$ cat src/rtl/ep0_pkg.sv
package ep0_pkg;

  typedef enum logic [1:0] {
    TOK_NONE  = 2'd0,
    TOK_SETUP = 2'd1,
    TOK_IN    = 2'd2,
    TOK_OUT   = 2'd3
  } tok_e;

  typedef enum logic [2:0] {
    ST_IDLE   = 3'd0,
    ST_SETUP  = 3'd1,
    ST_DATA   = 3'd2,
    ST_STATUS = 3'd3,
    ST_STALL  = 3'd4
  } stage_e;

  typedef enum logic [1:0] {
    XF_NODATA = 2'd0,
    XF_READ   = 2'd1,
    XF_WRITE  = 2'd2
  } xfer_e;

  typedef enum logic [1:0] {
    HS_NONE  = 2'd0,
    HS_ACK   = 2'd1,
    HS_NAK   = 2'd2,
    HS_STALL = 2'd3
  } hs_e;

  // strobes from the stage control to the request datapath
  typedef struct packed {
    logic latchSetup;  // capture a new request, clear armed packet
    logic takeData;    // one armed data packet was acknowledged
  } ctlStrobe_t;

endpackage

$ cat src/rtl/ep0_dpath.sv
module ep0_dpath
  import ep0_pkg::*;
#(
  parameter int SETUP_W = 64,
  parameter int DIR_POS = 7,
  parameter int LEN_LSB = 48,
  parameter int LEN_W   = 16
) (
  input  logic               clk,
  input  logic               rstN,
  input  logic [SETUP_W-1:0] setupData,
  input  ctlStrobe_t         strb,
  input  logic               cpuDataRdy,
  output xfer_e              xferType,
  output logic               dataRdy,
  output logic               setupIrq
);

  logic  lenNonZero;
  logic  toHost;
  xfer_e decodedType;

  always_comb begin
    lenNonZero = |setupData[LEN_LSB +: LEN_W];
    toHost     = setupData[DIR_POS];
    if (!lenNonZero)  decodedType = XF_NODATA;
    else if (toHost)  decodedType = XF_READ;
    else              decodedType = XF_WRITE;
  end

  always_ff @(posedge clk) begin
    if (!rstN) begin
      xferType <= XF_NODATA;
      dataRdy  <= 1'b0;
      setupIrq <= 1'b0;
    end else begin
      setupIrq <= strb.latchSetup;
      if (strb.latchSetup) begin
        xferType <= decodedType;
        dataRdy  <= 1'b0;
      end else begin
        dataRdy  <= (dataRdy & ~strb.takeData) | cpuDataRdy;
      end
    end
  end

  // every SETUP strobe from the control yields an interrupt next cycle
  assert_irq_follows_R3: assert property (@(posedge clk) disable iff (!rstN)
    strb.latchSetup |=> setupIrq);

  // the type only changes when a request is captured
  assert_type_hold_R2: assert property (@(posedge clk) disable iff (!rstN)
    !strb.latchSetup |=> $stable(xferType));

  // an acknowledged packet with no new arming leaves nothing armed
  assert_rdy_consumed_R5: assert property (@(posedge clk) disable iff (!rstN)
    (strb.takeData && !cpuDataRdy && !strb.latchSetup) |=> !dataRdy);

endmodule

$ cat src/rtl/ep0_ctrl.sv
module ep0_ctrl
  import ep0_pkg::*;
(
  input  logic       clk,
  input  logic       rstN,
  input  tok_e       tok,
  input  logic       cpuStageDone,
  input  logic       cpuStall,
  input  xfer_e      xferType,
  input  logic       dataRdy,
  output stage_e     stage,
  output hs_e        hs,
  output ctlStrobe_t strb,
  output logic       busy
);

  stage_e stageNext;
  tok_e   dataTok;
  tok_e   statTok;
  tok_e   curTok;
  tok_e   nextTok;
  logic   active;
  logic   wrongTok;

  // which token the current stage and the following stage expect
  always_comb begin
    dataTok = (xferType == XF_READ) ? TOK_IN : TOK_OUT;
    statTok = (xferType == XF_READ) ? TOK_OUT : TOK_IN;
    curTok  = TOK_NONE;
    nextTok = TOK_NONE;
    case (stage)
      ST_SETUP:  nextTok = (xferType == XF_NODATA) ? statTok : dataTok;
      ST_DATA:   begin curTok = dataTok; nextTok = statTok; end
      ST_STATUS: curTok = statTok;
      default:   ;
    endcase
    active = (stage == ST_SETUP) || (stage == ST_DATA) || (stage == ST_STATUS);
  end

  // handshake choice for this cycle's token
  always_comb begin
    wrongTok = 1'b0;
    if (tok == TOK_NONE)        hs = HS_NONE;
    else if (tok == TOK_SETUP)  hs = HS_ACK;
    else if (!active)           hs = HS_STALL;
    else if (tok == curTok)     hs = (stage == ST_DATA && !dataRdy) ? HS_NAK : HS_ACK;
    else if (tok == nextTok)    hs = HS_NAK;
    else begin
      hs       = HS_STALL;
      wrongTok = 1'b1;
    end
  end

  always_comb begin
    strb.latchSetup = (tok == TOK_SETUP);
    strb.takeData   = (stage == ST_DATA) && (tok == curTok) && dataRdy;
  end

  always_comb begin
    stageNext = stage;
    if (tok == TOK_SETUP)                          stageNext = ST_SETUP;
    else if (active && (cpuStall || wrongTok))     stageNext = ST_STALL;
    else if (stage == ST_STATUS && hs == HS_ACK)   stageNext = ST_IDLE;
    else if (cpuStageDone && stage == ST_SETUP)
      stageNext = (xferType == XF_NODATA) ? ST_STATUS : ST_DATA;
    else if (cpuStageDone && stage == ST_DATA)     stageNext = ST_STATUS;
  end

  always_ff @(posedge clk) begin
    if (!rstN) stage <= ST_IDLE;
    else       stage <= stageNext;
  end

  assign busy = (stage == ST_SETUP) || (stage == ST_DATA);

  // a SETUP restarts the setup stage from anywhere
  assert_setup_restart_R3: assert property (@(posedge clk) disable iff (!rstN)
    (tok == TOK_SETUP) |=> (stage == ST_SETUP));

  // a held-off token in the setup stage keeps the stage
  assert_nak_keeps_R6: assert property (@(posedge clk) disable iff (!rstN)
    (stage == ST_SETUP && hs == HS_NAK && !cpuStageDone && !cpuStall) |=> (stage == ST_SETUP));

  // the stall stage is left only through a SETUP
  assert_stall_hold_R8: assert property (@(posedge clk) disable iff (!rstN)
    (stage == ST_STALL && tok != TOK_SETUP) |=> (stage == ST_STALL));

  // an acknowledged status token ends the transfer
  assert_status_done_R9: assert property (@(posedge clk) disable iff (!rstN)
    (stage == ST_STATUS && hs == HS_ACK && tok != TOK_SETUP) |=> (stage == ST_IDLE));

  // idle only moves on a SETUP
  assert_idle_stay_R10: assert property (@(posedge clk) disable iff (!rstN)
    (stage == ST_IDLE && tok != TOK_SETUP) |=> (stage == ST_IDLE));

endmodule

$ cat src/rtl/ep0_stage_seq.sv
module ep0_stage_seq #(
  parameter int SETUP_BYTES = 8,
  parameter int DIR_BYTE    = 0,
  parameter int DIR_BIT     = 7,
  parameter int LEN_BYTE    = 6,
  parameter int LEN_BYTES   = 2
) (
  input  logic                     clk,
  input  logic                     rstN,
  input  logic [1:0]               tokKind,
  input  logic [SETUP_BYTES*8-1:0] setupData,
  input  logic                     cpuStageDone,
  input  logic                     cpuDataRdy,
  input  logic                     cpuStall,
  output logic [1:0]               hsCode,
  output logic [2:0]               stage,
  output logic [1:0]               xferType,
  output logic                     busy,
  output logic                     setupIrq
);
  import ep0_pkg::*;

  localparam int SETUP_W = SETUP_BYTES * 8;
  localparam int DIR_POS = DIR_BYTE * 8 + DIR_BIT;
  localparam int LEN_LSB = LEN_BYTE * 8;
  localparam int LEN_W   = LEN_BYTES * 8;

  ctlStrobe_t strb;
  xfer_e      typeQ;
  logic       dataRdy;
  stage_e     stageQ;
  hs_e        hsQ;

  ep0_ctrl u_ctrl (
    .clk          (clk),
    .rstN         (rstN),
    .tok          (tok_e'(tokKind)),
    .cpuStageDone (cpuStageDone),
    .cpuStall     (cpuStall),
    .xferType     (typeQ),
    .dataRdy      (dataRdy),
    .stage        (stageQ),
    .hs           (hsQ),
    .strb         (strb),
    .busy         (busy)
  );

  ep0_dpath #(
    .SETUP_W (SETUP_W),
    .DIR_POS (DIR_POS),
    .LEN_LSB (LEN_LSB),
    .LEN_W   (LEN_W)
  ) u_dpath (
    .clk        (clk),
    .rstN       (rstN),
    .setupData  (setupData),
    .strb       (strb),
    .cpuDataRdy (cpuDataRdy),
    .xferType   (typeQ),
    .dataRdy    (dataRdy),
    .setupIrq   (setupIrq)
  );

  assign hsCode   = hsQ;
  assign stage    = stageQ;
  assign xferType = typeQ;

  // SETUP tokens are never held off or stalled
  assert_setup_ack_R3: assert property (@(posedge clk) disable iff (!rstN)
    (tokKind == 2'd1) |-> (hsCode == 2'd1));

  // busy implies a stage where the CPU still owns the transfer
  assert_busy_stage_R11: assert property (@(posedge clk) disable iff (!rstN)
    busy |-> (stage == 3'd1 || stage == 3'd2));

endmodule

$ cat config.mk
export PLATFORM = sky130hd
export DESIGN_NAME = ep0_stage_seq
export DESIGN_NICKNAME = d
export VERILOG_FILES = /design/src/rtl/ep0_pkg.sv /design/src/rtl/ep0_dpath.sv /design/src/rtl/ep0_ctrl.sv /design/src/rtl/ep0_stage_seq.sv
export SDC_FILE = /design/constraint.sdc
export NUM_CORES = 1
export LEC_CHECK = 0
export ABC_AREA = 1
export BUFFER_PORTS_ARGS = -buffer_cell sky130_fd_sc_hd__buf_2
export CAP_MARGIN = 5
export CORE_MARGIN = 2
export CORE_UTILIZATION = 29
export CTS_CLUSTER_SIZE = 10
export DETAILED_ROUTE_END_ITERATION = 8
export PLACE_DENSITY = 0.8
export SLEW_MARGIN = 5
export SYNTH_ARGS = -nofsm -noshare
export SYNTH_HDL_FRONTEND = slang
export SYNTH_SLANG_ARGS = --single-unit
$ cat constraint.sdc
create_clock -name clk -period 1.5 [get_ports clk]
set_input_delay 0.3 -clock clk [delete_from_list [all_inputs] [get_ports clk]]
set_output_delay 0.3 -clock clk [all_outputs]
set_load 0.05 [all_outputs]
## After elaboration in Yosys (flattened, before gate mapping)

Cells that the tools add are included.

- Output and inout port bits: 9
- Latch bits: 0
- Flip-flop bits (word level): 7
- Word-level logic and storage cells: 61
- ROM bits: 0
- Memories: 0
- Memory bits (writable): 0

- Add/sub/neg operators: 0
- Divide/modulo/power cells: 0
- Bitwise operators: 4
- Reduce and logical (&&, ||, !) cells: 19
- Multiply operators: 0
- Shifts and indexed selects: 0
- $lt $le $gt $ge: 0
- Mux-type cells: 24
- Equal/unequal tests: 8

Operators by type and width:

| cell | number |
|---|---|
| $mux W2 | 8 |
| $reduce_or A16 Y1 | 1 |
| $mux W3 | 4 |
| $mux W1 | 10 |
| $pmux W2 S2 | 2 |
| $logic_and A1 B1 Y1 | 7 |
| $eq A2 B1 Y1 const B | 3 |
| $eq A3 B2 Y1 const B | 2 |
| $reduce_bool A5 Y1 | 1 |
| $eq A2 B2 Y1 | 2 |
| $logic_not A2 Y1 | 2 |
| $reduce_bool A4 Y1 | 1 |
| $reduce_or A4 Y1 | 1 |
| $eq A3 B1 Y1 const B | 1 |
| $logic_or A1 B1 Y1 | 3 |
| $not A1 Y1 | 2 |
| $reduce_bool A2 Y1 | 1 |
| $reduce_or A2 Y1 | 1 |
| $and A1 B1 Y1 | 1 |
| $logic_not A1 Y1 | 1 |
| $or A1 B1 Y1 | 1 |

## Longest topological paths before layout

- Depth in word-level cells: 15
- Depth in mapped cells: 12
- Gate-level depth less buffers: 12

## Hierarchy

From an unflattened synthesis, not the netlist that was laid out.

- Cell total of the unflattened synthesis: 109
- Area, all modules: 619.3 µm²

By module, submodules not included:

| module | cells an instance | instances | area each (µm²) |
|---|---|---|---|
| ep0_ctrl | 74 | 1 | 419.2 |
| ep0_dpath | 35 | 1 | 200.2 |

## Worst setup path before layout

No wires, ideal clock.

- Kind: register to output
- From: register u_ctrl.stage[0]
- To: output port hsCode[0]
- Setup slack: -0.695 ns
- Stages on the path, launching flop included: 9
- Path buffers: 0
- Arrival: 1.895 ns
- Path through: dfxtp_1 -> inv_1 -> nand3_2 -> nand2_2 -> xor2_1 -> nand2_1 -> nand2_2 -> nand3_2 -> and2_2

RTL lines:

| element | line | source |
|---|---|---|
| start, declared | ep0_ctrl.sv:11 | `output stage_e stage,` |
| start signal, assigned | ep0_ctrl.sv:71 | `else stage <= stageNext;` |
| $eq A3 B1 Y1 or $eq A3 B2 Y1 (tied branches) | - |  |
| $logic_or A1 B1 Y1 (*) | - |  |
| net busy | ep0_stage_seq.sv:18 | `output logic busy,` |
| $logic_or A1 B1 Y1 (*) | ep0_ctrl.sv:37 | `active = (stage == ST_SETUP) \|\| (stage == ST_DATA) \|\| (stage == ST_STATUS);` |
| $mux W2 (*) | ep0_ctrl.sv:45 | `else if (!active) hs = HS_STALL;` |
| $mux W2 (*) | ep0_ctrl.sv:44 | `else if (tok == TOK_SETUP) hs = HS_ACK;` |
| $mux W2 (*) | ep0_ctrl.sv:43 | `if (tok == TOK_NONE) hs = HS_NONE;` |
| end, declared | ep0_stage_seq.sv:15 | `output logic [1:0] hsCode,` |

The timed path passes the listed nets; every way through them passes the cells marked *.

## Worst setup path in the final report

- From: register u_ctrl.stage[2]
- To: output port hsCode[0]

- Longest elaborated chain between the ends: 8

RTL lines:

| element | line | source |
|---|---|---|
| $eq A3 B2 Y1 or $eq A3 B1 Y1 (tied branches) | ep0_ctrl.sv:31, ep0_ctrl.sv:37, ep0_ctrl.sv:46 |  |
| $pmux W2 S2 | ep0_ctrl.sv:31 | `case (stage)` |
| $eq A2 B2 Y1 | ep0_ctrl.sv:47 | `else if (tok == nextTok) hs = HS_NAK;` |
| $mux W1 | ep0_ctrl.sv:47 |  |
| $mux W2 | ep0_ctrl.sv:46 | `else if (tok == curTok) hs = (stage == ST_DATA && !dataRdy) ? HS_NAK : HS_ACK;` |
| $mux W2 (*) | ep0_ctrl.sv:45 |  |
| $mux W2 (*) | ep0_ctrl.sv:44 |  |
| $mux W2 (*) | ep0_ctrl.sv:43 |  |

Every way passes the cells marked *; elsewhere a longest branch is shown, timed or not.

==> Implementation_results.wiki <==
{| class="wikitable"
! Metric !! Value
|-
| Result of the run || complete, but fails checks
|-
| Violations in the final reports || negative setup slack
|-
| FF-to-FF Start || u_ctrl.stage[1]
|-
| Number of nets with antenna violations after routing || 0
|-
| Number of pins with negative max-slew slack in the final report || 0
|-
| Final-stage net count || 215
|-
| Floorplan die area || 2260 µm²
|-
| Number of sinks on the clock net || 7
|-
| Post-synthesis cell area || 549 µm²
|-
| Clock-pin slew of the registers on the worst-case setup and hold paths || 0.05 ns
|-
| Ratio of total power to cell area || 876 nW/µm²
|-
| Total of max-cap violations || 0
|-
| Antenna cell count || 0
|-
| Site row count || 15
|-
| Remaining DRCs || 0
|-
| Leak Pwr || 0.522 nW
|-
| Global-route wire length before repair || 2770 µm
|-
| Synthesis-to-finish area growth || 89.7%
|-
| Setup crit start || u_ctrl.stage[2]
|-
| Effective utilization at floorplan || 0.315
|-
| Share of post-route cells with drive strength above 1 || 0.601
|-
| Count of placed standard cells in the final layout, fillers left out || 168
|-
| Area fraction in compound gates after synthesis || 0.103
|-
| Fraction of the mapped netlist area in adder cells || 0
|-
| Bufs on Longest Clock Path || 2
|-
| Ratio of final minimum period to clock period || 1.27
|-
| Count of port buffers added during placement || 32
|-
| Core utilization of the finished layout || 0.597
|-
| Via density per instance || 4.62
|-
| Worst Max-Slew Pin Slew || 0.258 ns
|-
| Hold_ws || 0.273 ns
|-
| Critical path class || reg -> out
|-
| Hold wc startpoint || cpuDataRdy
|-
| Final hold violation count || 0
|-
| Sequential share of the synthesized area || 0.255
|-
| Share of cell area taken by muxes after synthesis || 0
|-
| Simple logic cell fraction of the synthesized area || 0.487
|-
| Number of buffers added by the clock tree synthesis step || 3
|-
| Arrival time of the worst setup path || 1.61 ns
|-
| Setup TNS after final layout || -1.32 ns
|-
| Max VDD drop || 0.478 mV
|-
| Post-Syn Instances || 88
|-
| Final weighted congestion in routability-driven placement || 0.858
|-
| FMAX || 0.524 GHz
|-
| Minimum setup slack after placement || -0.243 ns
|-
| CTS tree || done
|-
| Via total after detailed routing || 776
|-
| Avg Cell Area, Syn || 6.24 µm²
|-
| Post-DP Area || 938 µm²
|-
| Core Footprint || 1750 µm²
|-
| Main combinational cell family by area after synthesis || simple AND/OR/NAND/NOR gates
|-
| Number of top-level design ports || 80
|-
| Overall power of the completed layout || 0.913 mW
|-
| Horizontal die dimension || 47.5 µm
|-
| Final setup viols || 5
|-
| Placed wire-length estimate after detailed placement || 1430 µm
|-
| Flip-flop and latch count after synthesis || 7
|-
| Number of violations reported at the end of detailed-routing iteration 0 || 10
|-
| Parity-gate share of the synthesized area counting xor and xnor cells || 0.0456
|-
| Drt wl/cell || 10.9 µm
|-
| Routed Wire Length || 1840 µm
|-
| Hold Crit Class || in -> reg
|-
| Met2 routing resource usage after global routing || 0.322
|-
| Total of warnings raised by yosys || 0
|-
| Number of global-route vias before repair || 674
|-
| Type of destination of the critical path || output pin
|-
| Setup repair after global routing missed its margin || true
|-
| Iteration count of the initial detailed-routing pass || 4
|-
| Critical path launch point type || flip-flop
|-
| Grt met1 use || 0.213
|-
| Overall global routing resource usage || 0.183
|-
| Number of antenna violations at the first check in global routing || 0
|-
| Dpl cells || 162
|-
| Finished layout cell area || 1040 µm²
|-
| Required @ worst endpoint || 1.20 ns
|-
| GRT overflow || 0
|-
| Post-synth net total || 159
|-
| Period minus WS final || 1.91 ns
|-
| Number of H-tree levels || 1
|-
| CTS root buf || clkbuf_4
|-
| Most congested layer reported by global routing || met2
|-
| Number of library cell types mapped by synthesis || 22
|-
| Die Ht || 47.5 µm
|-
| Met3 Resource Use GR || 0.0226
|-
| Worst slew margin relative to its limit || 0.827
|-
| Fin worst setup slack || -0.407 ns
|-
| Pin count of the biggest net entering global routing || 7
|-
| Fin Clk Skew || 0.00577 ns
|-
| Clock latency on the worst-skew pair || 0.26 ns
|-
| Critical Path Fanout Max || 4
|}
-- metal layers --
metal,wire [µm],share of wire,vias up
li1,-,-,398
met1,703,0.38,342
met2,970,0.53,33
met3,129,0.070,3
met4,30,0.016,0
met5,0,0,-
-- worst paths after layout --
check	to	slack (ns)	cells past startpoint
setup / recovery	hsCode[0]	-0.41	7
hold / removal	u_dpath.dataRdy	0.27	3
setup reg to reg	u_ctrl.stage[0]	-0.24	13
hold reg to reg	u_dpath.dataRdy	0.48	2
-- report_power, final --
group          switching [mW]  internal (mW)  leakage, nW
registers              0.0295          0.204       0.0610
clock network          0.0770          0.102       0.0150
logic                   0.280          0.220        0.446
total                   0.387          0.526        0.522
-- flip-flops by register name, summed over array words and instances (netlist names) --
register and count:
u_dpath.setupIrq 1, u_dpath.xferType 2, u_dpath.dataRdy 1, u_ctrl.stage 3
-- critical path, cell delays in order, from the launching register on --
cell and delay, ns:
dfxtp_4 0.37, inv_6 0.08, nand3_4 0.11, or2_2 0.31
nand3_1 0.11, nand3_2 0.09, and2_4 0.14, buf_8 0.14
-- synthesized netlist by cell type (all sizes together) --
cell type,n,area [µm²]
o22ai,1,6.26
a211oi,1,7.51
inv,16,60.1
nor2,9,41.3
a21oi,2,10.0
and2,1,7.51
nand3,12,75.1
o21ai,4,23.8
nor4,4,25.0
xor2,2,25.0
dfxtp,7,140
or2,1,6.26
nand2,24,95.1
o32ai,1,8.76
nand4,2,12.5
nor3,1,5.00
-- cell usage in the layout (no fill, tap or decap), types with 2 or more instances in the layout --
| cell type | n |
|---|---|
| nand2_2 | 5 |
| buf_4 | 19 |
| nand3_1 | 5 |
| nand3_4 | 2 |
| dfxtp_1 | 2 |
| inv_4 | 2 |
| nand4_1 | 2 |
| nor4_1 | 4 |
| buf_2 | 29 |
| inv_1 | 10 |
| buf_6 | 2 |
| dfxtp_4 | 5 |
| nand3_2 | 5 |
| inv_2 | 2 |
| nand2_1 | 18 |
| o21ai_0 | 2 |
| clkbuf_4 | 3 |
| nor2_1 | 7 |
-- logic make-up (layout without fill, tap and decap cells) --
| family | count (synthesis) | in the layout |
|---|---|---|
| buffers and inverters | 16 | 71 |
| AO/OA/AOI/OAI | 9 | 9 |
| flip-flops | 7 | 7 |
| XOR/XNOR | 2 | 2 |
| AND/OR/NAND/NOR | 54 | 54 |
-- what timing repair did --
action,4_1_cts,5_1_grt
endpoints found under the setup margin,6,7
pin swaps,5,5
hold buffers,0,0
buffers inserted,1,1
resized for setup,10,9
-- cell type report --
class | instances | area, µm²
inverters | 16 | 73.8
clock buffers | 4 | 26.3
well taps | 25 | 31.3
fillers | 172 | 703
multi-input cells | 65 | 427
flip-flops and latches | 7 | 159
repair buffers | 51 | 325
Power figures use the tool's default switching activity.
